[config.mk]
export PLATFORM = sky130hd
export DESIGN_NAME = pwm_route_top
export DESIGN_NICKNAME = d
export VERILOG_FILES = /design/src/rtl/pwm_route_pkg.sv /design/src/rtl/pwm_route_edge_sync.sv /design/src/rtl/pwm_route_ctrl.sv /design/src/rtl/pwm_route_datapath.sv /design/src/rtl/pwm_route_top.sv
export SDC_FILE = /design/constraint.sdc
export NUM_CORES = 1
export LEC_CHECK = 0
export ABC_AREA = 1
export CAP_MARGIN = 5
export CORE_ASPECT_RATIO = 1.75
export CORE_UTILIZATION = 53
export CTS_CLUSTER_SIZE = 30
export DETAILED_ROUTE_END_ITERATION = 10
export PLACE_DENSITY_LB_ADDON = 0.08
export SETUP_SLACK_MARGIN = 0.1
export SLEW_MARGIN = 20
export SYNTH_ARGS = -nofsm -noshare
export SYNTH_HDL_FRONTEND = slang
export SYNTH_HIERARCHICAL = 1
export SYNTH_SLANG_ARGS = --single-unit
[constraint.sdc]
create_clock -name clk -period 5.4 [get_ports clk]
set_input_delay 1.08 -clock clk [delete_from_list [all_inputs] [get_ports clk]]
set_output_delay 1.08 -clock clk [all_outputs]
set_load 0.02 [all_outputs]
[src/rtl/pwm_route_pkg.sv]
package pwm_route_pkg;

  typedef enum logic [2:0] {
    FS_OWN_FORCE    = 3'b000,
    FS_MST_FORCE    = 3'b001,
    FS_OWN_RELOAD   = 3'b010,
    FS_MST_RELOAD   = 3'b011,
    FS_OWN_SYNC     = 3'b100,
    FS_MST_SYNC     = 3'b101,
    FS_EXT_FORCE    = 3'b110,
    FS_EXT_SYNC     = 3'b111
  } forceSrc_e;

  typedef enum logic [1:0] {
    CS_SYSTEM = 2'b00,
    CS_EXTERN = 2'b01,
    CS_MASTER = 2'b10,
    CS_NONE   = 2'b11
  } clkSrc_e;

  typedef struct packed {
    logic cntEn;
    logic wrapNow;
    logic reloadQ;
    logic forceLoad;
  } chanStrb_t;

endpackage

[src/rtl/pwm_route_edge_sync.sv]
module pwm_route_edge_sync #(
  parameter int STAGES = 2
) (
  input  logic clk,
  input  logic rstN,
  input  logic asyncIn,
  output logic pulse
);
  localparam int LAST = STAGES - 1;

  logic [STAGES-1:0] syncQ;
  logic              prevQ;

  always_ff @(posedge clk) begin
    if (!rstN) begin
      syncQ <= '0;
      prevQ <= 1'b0;
    end else begin
      syncQ <= {syncQ[STAGES-2:0], asyncIn};
      prevQ <= syncQ[LAST];
    end
  end

  assign pulse = syncQ[LAST] & ~prevQ;
endmodule

[src/rtl/pwm_route_ctrl.sv]
module pwm_route_ctrl
  import pwm_route_pkg::*;
#(
  parameter int NUM_SM = 4
) (
  input  logic                   clk,
  input  logic                   rstN,
  input  logic                   extCntEn,
  input  logic                   extForce,
  input  logic                   extSync,
  input  logic [NUM_SM-1:0]      forceBit,
  input  logic [NUM_SM-1:0]      syncIn,
  input  logic [NUM_SM-1:0]      ldokSet,
  input  logic [NUM_SM-1:0][2:0] forceSel,
  input  logic [NUM_SM-1:0]      reloadSel,
  input  logic [NUM_SM-1:0][1:0] clkSel,
  input  logic [NUM_SM-1:0]      forceInitEn,
  input  logic [NUM_SM-1:0]      atMod,
  output chanStrb_t [NUM_SM-1:0] strb,
  output logic [NUM_SM-1:0]      forceOut
);

  logic              extForcePulse;
  logic              extSyncPulse;
  logic [NUM_SM-1:0] cntEn;
  logic [NUM_SM-1:0] wrap;
  logic [NUM_SM-1:0] reloadQ;
  logic [NUM_SM-1:0] ldok;

  pwm_route_edge_sync #(.STAGES(2)) u_forceSync (
    .clk    (clk),
    .rstN   (rstN),
    .asyncIn(extForce),
    .pulse  (extForcePulse)
  );

  pwm_route_edge_sync #(.STAGES(2)) u_syncSync (
    .clk    (clk),
    .rstN   (rstN),
    .asyncIn(extSync),
    .pulse  (extSyncPulse)
  );

  // Channel 0 enable first: the other channels may borrow it.
  always_comb begin
    unique case (clkSel[0])
      CS_SYSTEM: cntEn[0] = 1'b1;
      CS_EXTERN: cntEn[0] = extCntEn;
      default:   cntEn[0] = 1'b0;
    endcase
  end

  for (genvar i = 1; i < NUM_SM; i++) begin : g_en
    always_comb begin
      unique case (clkSel[i])
        CS_SYSTEM: cntEn[i] = 1'b1;
        CS_EXTERN: cntEn[i] = extCntEn;
        CS_MASTER: cntEn[i] = cntEn[0];
        default:   cntEn[i] = 1'b0;
      endcase
    end
  end

  assign wrap = cntEn & atMod;

  for (genvar i = 0; i < NUM_SM; i++) begin : g_route
    localparam bit IS_MASTER = (i == 0);
    logic mstForce, mstReloadQ, mstSync;

    assign mstForce   = IS_MASTER ? 1'b0 : forceBit[0];
    assign mstReloadQ = IS_MASTER ? 1'b0 : (wrap[0] & ldok[0]);
    assign mstSync    = IS_MASTER ? 1'b0 : syncIn[0];

    always_comb begin
      unique case (forceSel[i])
        FS_OWN_FORCE:  forceOut[i] = forceBit[i];
        FS_MST_FORCE:  forceOut[i] = mstForce;
        FS_OWN_RELOAD: forceOut[i] = wrap[i];
        FS_MST_RELOAD: forceOut[i] = mstReloadQ;
        FS_OWN_SYNC:   forceOut[i] = syncIn[i];
        FS_MST_SYNC:   forceOut[i] = mstSync;
        FS_EXT_FORCE:  forceOut[i] = extForcePulse;
        default:       forceOut[i] = extSyncPulse;
      endcase
    end

    assign reloadQ[i] = reloadSel[i] ? mstReloadQ : (wrap[i] & ldok[i]);

    always_ff @(posedge clk) begin
      if (!rstN)
        ldok[i] <= 1'b0;
      else if (ldokSet[i])
        ldok[i] <= 1'b1;
      else if (reloadQ[i])
        ldok[i] <= 1'b0;
    end

    assign strb[i].cntEn     = cntEn[i];
    assign strb[i].wrapNow   = wrap[i];
    assign strb[i].reloadQ   = reloadQ[i];
    assign strb[i].forceLoad = forceOut[i] & forceInitEn[i];
  end

endmodule

[src/rtl/pwm_route_datapath.sv]
module pwm_route_datapath
  import pwm_route_pkg::*;
#(
  parameter int NUM_SM = 4,
  parameter int CNT_W  = 8
) (
  input  logic                       clk,
  input  logic                       rstN,
  input  chanStrb_t [NUM_SM-1:0]     strb,
  input  logic [NUM_SM-1:0][CNT_W-1:0] initBuf,
  input  logic [NUM_SM-1:0][CNT_W-1:0] modBuf,
  output logic [NUM_SM-1:0][CNT_W-1:0] cnt,
  output logic [NUM_SM-1:0]          atMod
);

  localparam logic [CNT_W-1:0] ONE = CNT_W'(1);

  for (genvar i = 0; i < NUM_SM; i++) begin : g_chan
    logic [CNT_W-1:0] initAct;
    logic [CNT_W-1:0] modAct;
    logic [CNT_W-1:0] cntQ;

    always_ff @(posedge clk) begin
      if (!rstN) begin
        initAct <= '0;
        modAct  <= '1;
      end else if (strb[i].reloadQ) begin
        initAct <= initBuf[i];
        modAct  <= modBuf[i];
      end
    end

    always_ff @(posedge clk) begin
      if (!rstN)
        cntQ <= '0;
      else if (strb[i].forceLoad)
        cntQ <= initAct;
      else if (strb[i].wrapNow)
        cntQ <= initAct;
      else if (strb[i].cntEn)
        cntQ <= cntQ + ONE;
    end

    assign atMod[i] = (cntQ == modAct);
    assign cnt[i]   = cntQ;
  end

endmodule

[src/rtl/pwm_route_top.sv]
module pwm_route_top
  import pwm_route_pkg::*;
#(
  parameter int NUM_SM = 4,
  parameter int CNT_W  = 8
) (
  input  logic                         clk,
  input  logic                         rstN,
  input  logic                         extCntEn,
  input  logic                         extForce,
  input  logic                         extSync,
  input  logic [NUM_SM-1:0]            forceBit,
  input  logic [NUM_SM-1:0]            syncIn,
  input  logic [NUM_SM-1:0]            ldokSet,
  input  logic [NUM_SM-1:0][2:0]       forceSel,
  input  logic [NUM_SM-1:0]            reloadSel,
  input  logic [NUM_SM-1:0][1:0]       clkSel,
  input  logic [NUM_SM-1:0]            forceInitEn,
  input  logic [NUM_SM-1:0][CNT_W-1:0] initBuf,
  input  logic [NUM_SM-1:0][CNT_W-1:0] modBuf,
  output logic [NUM_SM-1:0][CNT_W-1:0] cnt,
  output logic [NUM_SM-1:0]            forceOut
);

  chanStrb_t [NUM_SM-1:0] strb;
  logic [NUM_SM-1:0]      atMod;

  pwm_route_ctrl #(.NUM_SM(NUM_SM)) u_ctrl (
    .clk        (clk),
    .rstN       (rstN),
    .extCntEn   (extCntEn),
    .extForce   (extForce),
    .extSync    (extSync),
    .forceBit   (forceBit),
    .syncIn     (syncIn),
    .ldokSet    (ldokSet),
    .forceSel   (forceSel),
    .reloadSel  (reloadSel),
    .clkSel     (clkSel),
    .forceInitEn(forceInitEn),
    .atMod      (atMod),
    .strb       (strb),
    .forceOut   (forceOut)
  );

  pwm_route_datapath #(.NUM_SM(NUM_SM), .CNT_W(CNT_W)) u_dp (
    .clk    (clk),
    .rstN   (rstN),
    .strb   (strb),
    .initBuf(initBuf),
    .modBuf (modBuf),
    .cnt    (cnt),
    .atMod  (atMod)
  );

endmodule

# [Word-level counts from Yosys, hierarchy flattened]
# Cells that the tools add are included.
[totals] in_bits=109 register_bits=106 wordCells=121
[op_classes] add_sub_neg=4 n_eq_ne=35 n_bitwise=13 mux=32 reduce_logical=17
[op_table] cell="two-way mux 8 bit" count=12
[op_table] cell="equality test 3 bit (second input constant)" count=12
[op_table] cell="adder 8 x 1 -> 8 bit (second input constant)" count=4
[op_table] cell="equality test 8 bit" count=4
[op_table] cell="equality test 3 x 2 -> 1 bit (second input constant)" count=8
[op_table] cell="case mux 1 bit (7 select lines)" count=3
[op_table] cell="equality test 3 x 1 -> 1 bit (second input constant)" count=4
[op_table] cell="zero test 3 bit" count=4
[op_table] cell="two-way mux 1 bit" count=12
[op_table] cell="nonzero test 3 bit" count=4
[op_table] cell="AND 1 bit" count=10
[op_table] cell="case mux 1 bit (3 select lines)" count=3
[op_table] cell="equality test 2 x 1 -> 1 bit (second input constant)" count=4
[op_table] cell="zero test 2 bit" count=4
[op_table] cell="nonzero test 2 bit" count=4
[op_table] cell="equality test 2 bit (second input constant)" count=3
[op_table] cell="case mux 1 bit (5 select lines)" count=1
[op_table] cell="AND 4 bit" count=1
[op_table] cell="OR reduction 3 bit" count=1
[op_table] cell="inverter 1 bit" count=2
[op_table] cell="case mux 1 bit (2 select lines)" count=1

# [Logic depth before layout (Yosys ltp)]
[logic_depth] ltp_word=8 mapped_depth=17 depth_no_buf=17

# [Cells and area by module]
# The synthesis kept the hierarchy.
[modules_own_cells] module="pwm_route_datapath" cells_each=642 n_inst=1 seq_area_each_um2=1921.8 area_each_um2=4580.6
[modules_own_cells] module="pwm_route_ctrl" cells_each=144 n_inst=1 seq_area_each_um2=80.1 area_each_um2=758.2
[modules_own_cells] module="pwm_route_edge_sync" cells_each=11 n_inst=2 seq_area_each_um2=60.1 area_each_um2=92.6

# [Least setup slack after synthesis]
# OpenSTA, ideal clock, no wires.
[synth_path] path_kind="input port to output port" from="input clkSel[2] (netlist bit)" to="output forceOut[1]" t_required_ns=4.320 n_path_buf=0 setup_slack_ns=2.595 stages=7 arrival_time_ns=1.725 path_cell_list="inv_1 -> o21bai_1 -> nand2_2 -> nand3_1 -> nand3_2 -> nor2_2 -> inv_1"
[synth_lines] element="from (decl)" line="pwm_route_top.sv:17" rtl="input logic [NUM_SM-1:0][1:0] clkSel,"
[synth_lines] element="to (decl)" line="pwm_route_top.sv:22" rtl="output logic [NUM_SM-1:0] forceOut"

# [Worst setup path in the final report]
[layout_path] from="input extCntEn" to="output forceOut[1]"
[layout_between] elab_chain_len=4 elab_cells_between_ends=5 cone_classes="3 x mux; 2 x bitwise"
[layout_lines] element="from (decl)" line="pwm_route_top.sv:9" rtl="input logic extCntEn,"
[layout_lines] element="case mux 1 bit (2 select lines)" line="pwm_route_ctrl.sv:46" rtl="unique case (clkSel[0])"
[layout_lines] element="case mux 1 bit (3 select lines) or AND 4 bit (tied branches)" line="pwm_route_ctrl.sv:55, pwm_route_ctrl.sv:64"
[layout_lines] element="AND 4 bit *" line="pwm_route_ctrl.sv:64" rtl="assign wrap = cntEn & atMod;"
[layout_lines] element="case mux 1 bit (7 select lines) *" line="pwm_route_ctrl.sv:75" rtl="unique case (forceSel[i])"
# Mark *: on every way between the ends. The rest lies on a longest branch, timed or not.

==> results.toml <==
[global_route]
first_pass_grt_wire_length_um = 23900
grt_start_max_net_pins = 84
initial_antenna_violation_count = 0
grt_remaining_overflow = 0
grt_usage = 0.284
grt_pass1_vias = 5329

[finish]
mostFrequentLayoutCells = "sky130_fd_sc_hd__nand2_1, sky130_fd_sc_hd__clkdlybuf4s50_1, sky130_fd_sc_hd__inv_1, sky130_fd_sc_hd__dfxtp_1, sky130_fd_sc_hd__nand3_1"
antenna-diode-count = 0
layout-area-overhead-vs-synth_pct = 32.3
post_route_cells_drive_above_1_share = 0.0720
fin_util = 0.718
fin_nets = 1053
most_frequent_standard_cell_in_the_layout_excluding_fill_and_tap_cells = "sky130_fd_sc_hd__nand2_1"

[clock_network]
worstSkewPairLatency_ns = 0.35
ctsRootBufferMaster = "sky130_fd_sc_hd__clkbuf_16"
cts.clk_slew.worst_paths_ns = 0.07
ctsLongestPathBuffers = 2
cts_resized = 0
htree_levels = 3
cts_hold_repair.buffers = 0
cts_tree = "yes"
post_cts.repair.setup_buffers = 0
number_of_cts_inserted_buffers = 9
cts.sink_count = 106

[setup_path]
end_kind = "primary output"
worst-path-max-fanout = 5
criticalPathCategory = "in2out"
sort_of_element_at_the_start_of_the_critical_path = "input port"
timing.critical_path.from = "extCntEn"
worst-endpoint-arrival_ns = 2.94
worst_reg2reg_startpoint = "u_dp/g_chan[0].cntQ[5]$_SDFFE_PN0P_"
required_ns = 4.32
r2r.worst_path.cells = 8

[run]
drv.max_cap_violation_count = 0

[synth]
gate_count_of_the_mapped_netlist = 808
ys_ff_latch = 106
syn_area_sq_um = 5520
seq_area_frac_synth = 0.384
synthesis.yosys.warnings = 6
synthesis.area_per_instance_sq_um = 6.84
yosys.cell_types.count = 33
synth_net_count = 921

[routing]
post_drt_via_cell_ratio = 5.33
detailroute.via_count = 5709
detail_route.drc_violations = 0
postRouteAntennaNets = 0
routed_wirelength_um = 15400
avgRoutedWirePerCell_um = 14.4
number_of_iterations_in_the_first_detailed_routing_pass = 5
detailedRoute.firstIterationViolations = 312

[hold_path]
worstHoldStart = "u_ctrl/u_syncSync/syncQ[0]$_SDFF_PN0_"
hold_class = "reg2reg"
worstHoldPathCells = 2

[power]
power.static_leakage_uw = 0.00321
power_density_nw_per_um2 = 234
finalPower_uw = 1710
max-vdd-ir-drop_mv = 0.182

[placed_design]
detailed_place_hpwl_um = 11700
dp_worst_setup_slack_ns = 1.40
portBuffers = 144
place_congestion = 0.850

[sta]
setup_viol = 0
achievable-frequency_mhz = 249
grt_setup_unrepaired = "false"
setup-tns-final_ns = 0
final_hold_viols = 0
timing.slew.headroom = 0.438
postLayoutSetupSlackWorst_ns = 1.38
finClkSkew_ns = 0.00847
fin_crit_sh = 0.744
slew_viol_final = 0
least_margin_pin_slew_ns = 0.840
post-route-min-period_ns = 4.02

[floorplanning]
io_pins = 145
die_area_sq_um = 10900
row_count = 49
floorplan.initialDensity = 0.543
die_h_um = 137
fp.coreArea_sq_um = 10200
die_w_um = 79.2

[run_status]
status = "finished, final reports clean"
where the power goes:
group / internal, uW / switching (uW)
clock network: 358 / 292
registers: 794 / 18.0
logic: 126 / 118
total: 1280 / 429
sequential cells by signal, indices dropped and copies added, names as in the netlist:
name                      count
u_dp/g_chan.modAct           32
u_dp/g_chan.initAct          32
u_ctrl/u_syncSync/prevQ       1
u_ctrl/u_forceSync/prevQ      1
u_ctrl/ldok                   4
u_dp/g_chan.cntQ             32
u_ctrl/u_forceSync/syncQ      2
u_ctrl/u_syncSync/syncQ       2
Yosys cell counts (all sizes together):
cell	number	share of area
nor2	70	0.058
o22ai	11	0.012
o221ai	4	0.0063
o21ai	48	0.043
xnor2	27	0.043
buf	12	0.012
dfxtp	106	0.38
nand4	16	0.019
or2	7	0.0079
a211oi	1	0.0014
xor2	4	0.0063
a21boi	1	0.0020
clkbuf	12	0.0082
inv	136	0.092
o211ai	8	0.011
a21oi	49	0.045
nand3	93	0.091
nand2	189	0.13
ha	4	0.0091
a31oi	1	0.0011
o21bai	3	0.0041
nor3	6	0.0075
final timing paths:
check | slack, ns | end
min reg2reg | 0.41 | u_ctrl/u_syncSync/syncQ[1]$_SDFF_PN0_
max reg2reg | 2.24 | u_dp/g_chan[0].initAct[4]$_SDFFE_PN0P_
min | 0.41 | u_ctrl/u_syncSync/syncQ[1]$_SDFF_PN0_
max | 1.38 | forceOut[1]
critical path, cell delays in order:
cell and delay, ns:
sky130_fd_sc_hd__clkdlybuf4s50_1 0.54, sky130_fd_sc_hd__inv_2 0.08, sky130_fd_sc_hd__nand2_4 0.09, sky130_fd_sc_hd__nand4_2 0.16
sky130_fd_sc_hd__nand2_1 0.12, sky130_fd_sc_hd__nand2_1 0.08, sky130_fd_sc_hd__nand2_2 0.08, sky130_fd_sc_hd__nor2_2 0.06
sky130_fd_sc_hd__inv_1 0.05, sky130_fd_sc_hd__clkdlybuf4s50_1 0.59
per-layer routing:
| layer | vias up | part of all wire | GRT usage |
|---|---|---|---|
| li1 | 2845 | - | - |
| met1 | 2625 | 0.37 | 0.283 |
| met2 | 193 | 0.54 | 0.543 |
| met3 | 46 | 0.051 | 0.0520 |
| met5 | - | 0 | 0 |
| met4 | 0 | 0.044 | 0.148 |
cell families after synthesis:
group / after synthesis / synth area share
and+or+nand+nor: 381 / 0.318
AOI/OAI and AO/OA: 126 / 0.127
buffers and inverters: 160 / 0.113
xor gates and xnor gates: 31 / 0.0492
adders and majority gates: 4 / 0.00906
DFF: 106 / 0.384
area by class of cell:
| type | instances | area [sq um] |
|---|---|---|
| fillers | 864 | 2870 |
| flip-flops and latches | 106 | 2120 |
| clock inverters | 6 | 66.3 |
| well taps | 127 | 159 |
| clock buffers | 9 | 225 |
| repair buffers | 145 | 1440 |
| multi-input cells | 542 | 2780 |
| inverters | 136 | 510 |
metrics by stage:
step / instance area [sq um] / hold WS (ns) / instances
2_1_floorplan: 5520 / 0.386 / 808
3_3_place_gp: 7010 / 0.397 / 1056
3_5_place_dp: 7010 / 0.402 / 1056
4_1_cts: 7310 / 0.414 / 1071
5_1_grt: 7310 / 0.430 / 1071
6_report: 7310 / 0.409 / 1071
Note: power is estimated with default switching activity, not from simulation.
